**src/rtl/spi_nor_pkg.sv**
```systemverilog
package spi_nor_pkg;
  localparam logic [7:0] OP_WR_EN       = 8'h06;
  localparam logic [7:0] OP_WR_DIS      = 8'h04;
  localparam logic [7:0] OP_STATUS      = 8'h05;
  localparam logic [7:0] OP_IDENT       = 8'h9F;
  localparam logic [7:0] OP_READ        = 8'h03;
  localparam logic [7:0] OP_PROGRAM     = 8'h02;
  localparam logic [7:0] OP_ERASE_SEC   = 8'hD8;
  localparam logic [7:0] OP_ERASE_SMALL = 8'h20;
  localparam logic [7:0] OP_ERASE_MID   = 8'h52;
  localparam logic [7:0] OP_ERASE_CHIP  = 8'hC7;

  typedef enum logic [2:0] {
    ST_IDLE,
    ST_ADDR,
    ST_PROG,
    ST_READ,
    ST_RESP
  } nor_state_e;
endpackage

```
**src/rtl/nor_cmd_ctrl.sv**
```systemverilog
module nor_cmd_ctrl
  import spi_nor_pkg::*;
#(
  parameter int          AW        = 9,
  parameter int          PAGE_W    = 6,
  parameter int          SECTOR_W  = 8,
  parameter int          SMALL_W   = 4,
  parameter int          MID_W     = 7,
  parameter bit          CAP_SMALL = 1'b1,
  parameter bit          CAP_MID   = 1'b1,
  parameter logic [23:0] JEDEC_ID  = 24'h5A1209,
  parameter logic [15:0] EXT_ID    = 16'h0000
) (
  input  logic          clk,
  input  logic          rst_n,
  input  logic          cs_n,
  input  logic          rx_valid,
  output logic          rx_ready,
  input  logic [7:0]    rx_data,
  output logic          tx_valid,
  output logic [7:0]    tx_data,
  output logic          erase_err,
  output logic          wr_en,
  output logic [AW-1:0] wr_idx,
  output logic [7:0]    wr_data,
  output logic          er_en,
  output logic [AW-1:0] er_base,
  output logic [AW-1:0] er_mask,
  output logic [AW-1:0] rd_idx,
  input  logic [7:0]    rd_data
);
  localparam logic [AW-1:0] MASK_SEC   = AW'((1 << SECTOR_W) - 1);
  localparam logic [AW-1:0] MASK_SMALL = AW'((1 << SMALL_W) - 1);
  localparam logic [AW-1:0] MASK_MID   = AW'((1 << MID_W) - 1);
  localparam logic [2:0]    ID_LEN     = (EXT_ID != 16'h0000) ? 3'd5 : 3'd3;

  nor_state_e    state;
  logic [7:0]    op;
  logic [1:0]    cnt;
  logic [15:0]   abuf;
  logic [AW-1:0] addr;
  logic          wel;
  logic [2:0]    pos;
  logic [2:0]    rsp_len;

  logic          accept, addr_done, is_erase, supported, chip_hit;
  logic [AW-1:0] tgt, gran_mask, page_next;
  logic [7:0]    resp_byte;

  assign accept    = !cs_n && rx_valid;
  assign rx_ready  = !cs_n;
  assign addr_done = accept && (state == ST_ADDR) && (cnt == 2'd2);
  assign tgt       = AW'({abuf, rx_data});
  assign is_erase  = (op == OP_ERASE_SEC) || (op == OP_ERASE_SMALL) || (op == OP_ERASE_MID);
  assign chip_hit  = accept && (state == ST_IDLE) && (rx_data == OP_ERASE_CHIP);
  assign page_next = {addr[AW-1:PAGE_W], addr[PAGE_W-1:0] + PAGE_W'(1)};

  always_comb begin
    gran_mask = MASK_SEC;
    supported = 1'b1;
    if (op == OP_ERASE_SMALL) begin
      gran_mask = MASK_SMALL;
      supported = CAP_SMALL;
    end else if (op == OP_ERASE_MID) begin
      gran_mask = MASK_MID;
      supported = CAP_MID;
    end
  end

  always_comb begin
    if (op == OP_STATUS) begin
      resp_byte = {6'b0, wel, 1'b0};
    end else begin
      case (pos)
        3'd0:    resp_byte = JEDEC_ID[23:16];
        3'd1:    resp_byte = JEDEC_ID[15:8];
        3'd2:    resp_byte = JEDEC_ID[7:0];
        3'd3:    resp_byte = EXT_ID[15:8];
        3'd4:    resp_byte = EXT_ID[7:0];
        default: resp_byte = 8'h00;
      endcase
    end
  end

  assign wr_en   = accept && (state == ST_PROG) && wel;
  assign wr_idx  = addr;
  assign wr_data = rx_data;
  assign er_en   = wel && ((addr_done && is_erase && supported) || chip_hit);
  assign er_mask = chip_hit ? '1 : gran_mask;
  assign er_base = chip_hit ? '0 : (tgt & ~gran_mask);
  assign rd_idx  = addr;

  always_ff @(posedge clk or negedge rst_n) begin
    if (!rst_n) begin
      state     <= ST_IDLE;
      op        <= 8'h00;
      cnt       <= 2'd0;
      abuf      <= 16'h0000;
      addr      <= '0;
      wel       <= 1'b0;
      pos       <= 3'd0;
      rsp_len   <= 3'd0;
      erase_err <= 1'b0;
      tx_valid  <= 1'b0;
      tx_data   <= 8'h00;
    end else begin
      tx_valid <= accept;
      if (addr_done && is_erase && !supported) erase_err <= 1'b1;
      if (cs_n) begin
        state <= ST_IDLE;
      end else if (rx_valid) begin
        tx_data <= 8'h00;
        case (state)
          ST_IDLE: begin
            op  <= rx_data;
            cnt <= 2'd0;
            pos <= 3'd0;
            case (rx_data)
              OP_WR_EN:  wel <= 1'b1;
              OP_WR_DIS: wel <= 1'b0;
              OP_STATUS: begin
                rsp_len <= 3'd1;
                state   <= ST_RESP;
              end
              OP_IDENT: begin
                rsp_len <= ID_LEN;
                state   <= ST_RESP;
              end
              OP_READ, OP_PROGRAM, OP_ERASE_SEC, OP_ERASE_SMALL, OP_ERASE_MID:
                state <= ST_ADDR;
              default: state <= ST_IDLE;
            endcase
          end
          ST_ADDR: begin
            abuf <= {abuf[7:0], rx_data};
            cnt  <= cnt + 2'd1;
            if (cnt == 2'd2) begin
              addr <= tgt;
              if (op == OP_READ)         state <= ST_READ;
              else if (op == OP_PROGRAM) state <= ST_PROG;
              else                       state <= ST_IDLE;
            end
          end
          ST_PROG: addr <= page_next;
          ST_READ: begin
            tx_data <= rd_data;
            addr    <= addr + AW'(1);
          end
          ST_RESP: begin
            tx_data <= resp_byte;
            pos     <= pos + 3'd1;
            if (pos == rsp_len - 3'd1) state <= ST_IDLE;
          end
          default: state <= ST_IDLE;
        endcase
      end
    end
  end

  // every accepted byte yields a response pulse on the next edge
  assert_resp_pulse_R1: assert property (@(posedge clk) disable iff (!rst_n)
    accept |=> tx_valid);
  // deselect returns the sequencer to opcode decode
  assert_deselect_idle_R10: assert property (@(posedge clk) disable iff (!rst_n)
    cs_n |=> (state == ST_IDLE));
  // write enable opcode sets the latch
  assert_wel_set_R6: assert property (@(posedge clk) disable iff (!rst_n)
    (accept && (state == ST_IDLE) && (rx_data == OP_WR_EN)) |=> wel);
  // error flag never clears once raised
  assert_err_sticky_R8: assert property (@(posedge clk) disable iff (!rst_n)
    erase_err |=> erase_err);
  // read stream advances by one per byte
  assert_read_step_R3: assert property (@(posedge clk) disable iff (!rst_n)
    (accept && (state == ST_READ)) |=> (addr == $past(addr) + AW'(1)));
  // program stays inside its page
  assert_page_hold_R5: assert property (@(posedge clk) disable iff (!rst_n)
    (accept && (state == ST_PROG)) |=> (addr[AW-1:PAGE_W] == $past(addr[AW-1:PAGE_W])));
endmodule

```
**config.mk**
```make
export PLATFORM = sky130hd
export DESIGN_NAME = nor_cmd_ctrl
export DESIGN_NICKNAME = d
export VERILOG_FILES = /design/src/rtl/spi_nor_pkg.sv /design/src/rtl/nor_cmd_ctrl.sv
export SDC_FILE = /design/constraint.sdc
export NUM_CORES = 1
export LEC_CHECK = 0
export BUFFER_PORTS_ARGS = -buffer_cell sky130_fd_sc_hd__buf_2
export CORE_MARGIN = 4
export CORE_UTILIZATION = 49
export CTS_BUF_LIST = sky130_fd_sc_hd__clkbuf_16
export DETAILED_ROUTE_END_ITERATION = 6
export GPL_ROUTABILITY_DRIVEN = 0
export HOLD_SLACK_MARGIN = 0.02
export PLACE_DENSITY = 0.82
export RECOVER_POWER = 50
export SLEW_MARGIN = 10
export SYNTH_ARGS = -nofsm -noshare
export SYNTH_HDL_FRONTEND = slang
export SYNTH_SLANG_ARGS = --single-unit
```
**constraint.sdc**
```tcl
create_clock -name clk -period 6.2 [get_ports clk]
set_clock_uncertainty 0.05 [all_clocks]
set_input_delay 0.62 -clock clk [delete_from_list [all_inputs] [get_ports clk]]
set_output_delay 0.62 -clock clk [all_outputs]
set_load 0.03 [all_outputs]
```
==> flow_metrics.tcl <==
set metrics [dict create \
    ff_latch_area_um2 950.9 \
    core_area_mm2 0.004848 \
    io_pins 77 \
    cts_hold_buf 0 \
    outcome "finished, violations left" \
    final_net_count 354 \
    antenna_cells 0 \
    hp-class "reg -> reg" \
    clockBufferDepth 2 \
    hold_violations 0 \
    critPathCaptureType "primary output" \
    row_count 25 \
    hpwl_um 4263 \
    critPathMaxStageDelay_ns 0.56 \
    n_fill_cell 451 \
    viasPerCell 5.537 \
    grt_usage_pct 18.96 \
    layout-drive-gt1-share_pct 21.04 \
    ir_worst_vdd_mv 0.1271 \
    cp_slowest_cell "dfrtp_1" \
    period_share_pct 51.35 \
    initial_core_util_pct 51.87 \
    worst_pin_slew_ns 2.045 \
    htreeDepth 2 \
    grt_max_degree 39 \
    p_per_area_mw_per_mm2 257.5 \
    crit_top_cell "or3_4" \
    crit_chain "or3_4 > or2_4 > or3_4 > and2_1 > inv_1 > buf_2" \
    path_clk_slew_ns 0.06 \
    cts_setup_buffers 0 \
    drtAntennaViolNets 0 \
    synth_seq_cells 38 \
    grt_overflow 0 \
    wl_per_cell_um 15.07 \
    violations "capacitance limit, slew limit" \
    cts-root-buf "clkbuf_16" \
    io_buffers 67 \
    grt_pass1_vias 2016 \
    final_cells 395 \
    antenna_found_initial 0 \
    drt_first_pass_iters 5 \
    drt-total-wl_um 5954 \
    power_leakage_nw 1.250 \
    slew_headroom_pct -36.33 \
    dieArea_mm2 0.006343 \
    busiest_layer "met2" \
    grt_util_met1_pct 23.53 \
    cts_resized 0 \
    clock_latency_ns 0.28 \
    arrival_ns 2.51 \
    async_flop_share_pct 100.0 \
    die_y_um 79.64 \
    critPathLaunchType "flop" \
    cts_tree "yes" \
    final.setup.tns_ns 0 \
    syn_area_per_cell_um2 8.763 \
    yosysSeqAreaShare_pct 37.81 \
    grt_pass1_wl_um 9425 \
    vias 2187 \
    area_growth_pct 10.55 \
    yosysUniqueCellTypes 54 \
    synth_edf_count 0 \
    drv_cap 1 \
    cp_max_fo 16 \
    die_w_um 79.64 \
    synthCells 287 \
    worstSetupPathType "reg -> out" \
    final-setup-viol-count 0 \
    placedCellCount 387 \
    cts_made_buffers 5 \
    syn_area_mm2 0.002515 \
    max_freq_mhz 314.1 \
    cts.sink_count 38 \
    drt_iter0_markers 173 \
    ys_warn_count 0 \
    finalMaxSlewViolations 39 \
    cp.required_ns 5.53 \
    layout_min_cycle_time_ns 3.183 \
    met3_usage_pct 2.935 \
    met2_usage_pct 31.80 \
    multi_input_area_mm2 0.001259 \
    drc_errors 0 \
    synthFlopType "dfrtp_1" \
    rsz0062_at_grt "no" \
]
[layout by cell type, fill, tap and decap left out, drive strengths merged, types with 7 or more instances in the layout]
cell,instances
buf,42
inv,13
nor2,24
mux2,10
nand3,7
a21oi,10
nand2,40
dfrtp,38
conb,9
o21ai,18
ha,7
clkbuf,30
[cell usage after synthesis (3+ instances only)]
| cell type | count | share of area (%) |
|---|---|---|
| a21oi_1 | 10 | 2.0 |
| and2_1 | 3 | 0.75 |
| ha_1 | 7 | 3.5 |
| mux2_2 | 9 | 4.0 |
| inv_1 | 12 | 1.8 |
| nand3b_1 | 3 | 0.90 |
| buf_4 | 29 | 8.7 |
| a31oi_1 | 6 | 1.5 |
| nand3_1 | 7 | 1.4 |
| nor2_1 | 24 | 3.6 |
| dfrtp_1 | 38 | 38 |
| buf_6 | 3 | 1.3 |
| nand2b_1 | 3 | 0.75 |
| and3_1 | 4 | 0.99 |
| nor2b_1 | 3 | 0.75 |
| mux2i_1 | 4 | 1.6 |
| nand2_1 | 40 | 6.0 |
| o21ai_0 | 18 | 3.6 |
| clkbuf_1 | 7 | 1.0 |
| or4_1 | 3 | 0.90 |
| nor4_1 | 4 | 0.99 |
| nor3_1 | 5 | 0.99 |
| nand4_1 | 3 | 0.75 |
[final cells by class]
cell class	count	area share (%)
flip-flops and latches	38	34.20
well taps	67	3.015
inverters	12	1.620
multi-input cells	203	45.27
clock buffers	5	4.500
clock inverters	3	0.4500
repair buffers	67	10.94
[metal layers]
layer	up-vias	wire [um]
met4	0	161
met5	-	0
met3	16	298
met1	1047	2559
li1	1047	-
met2	77	2933
[critical path, delay by kind of cell, from the launching register on]
family        cells  cell delay, ns
buf+inv           2            0.29
simple gates      4            1.38
flops             1            0.56
[cells by family (layout without fill, tap and decap cells)]
group           count (synthesis)  in the layout  share of synthesized area, %
other cells                     2              9                        0.2986
flops                          38             38                         37.81
fa+ha+maj                       7              7                         3.482
simple gates                  119            119                         24.68
mux                            14             14                         6.219
xor+xnor                        3              3                         1.045
compound gates                 51             51                         13.28
buf+inv                        53             87                         13.18
[flip-flops by register name, summed over array words and instances (netlist names)]
name and count:
op 8, wel 1, rsp_len 2, abuf 1
cnt 2, state 3, tx_data 8, tx_valid 1
pos 3, rd_idx 9
[metrics by stage]
| stage | worst slack (ns) | hold WS, ns | area, um2 | power, mW | util, % |
|---|---|---|---|---|---|
| after floorplan | 3.242 | 0.2744 | 2541 | 0.4444 | - |
| after global placement | 3.192 | 0.4119 | 2674 | 0.4773 | 55.15 |
| after detailed placement | 3.131 | 0.4187 | 2674 | 0.4832 | 55.15 |
| after CTS | 3.043 | 0.4315 | 2811 | 0.7238 | 57.99 |
| after global routing | 2.906 | 0.4597 | 2780 | 0.7439 | 57.34 |
| final | 3.017 | 0.4337 | 2780 | 0.7160 | 57.34 |
[power by group]
group	total, mW	switching (mW)	internal (mW)
sequential	0.308	0.0327	0.275
clock	0.241	0.0961	0.145
combinational	0.167	0.117	0.0498
total	0.716	0.246	0.470
[path summary, 6_finish.rpt]
check                                            start                     end  slack [ns]  cells past startpoint
worst max register to register    state[2]$_DFFE_PN0P_   rd_idx[7]$_DFFE_PN0P_        3.80                      4
worst max-delay path              state[2]$_DFFE_PN0P_              er_mask[5]        3.02                      6
worst min register to register  tx_data[2]$_DFFE_PN0P_  tx_data[2]$_DFFE_PN0P_        0.43                      2
worst min-delay path            tx_data[2]$_DFFE_PN0P_  tx_data[2]$_DFFE_PN0P_        0.43                      2
max in group asynchronous                        rst_n       op[1]$_DFFE_PN0P_        4.05                      1
min in group asynchronous                        rst_n  tx_data[6]$_DFFE_PN0P_        0.87                      1
Note: power is estimated with default switching activity, not from simulation.
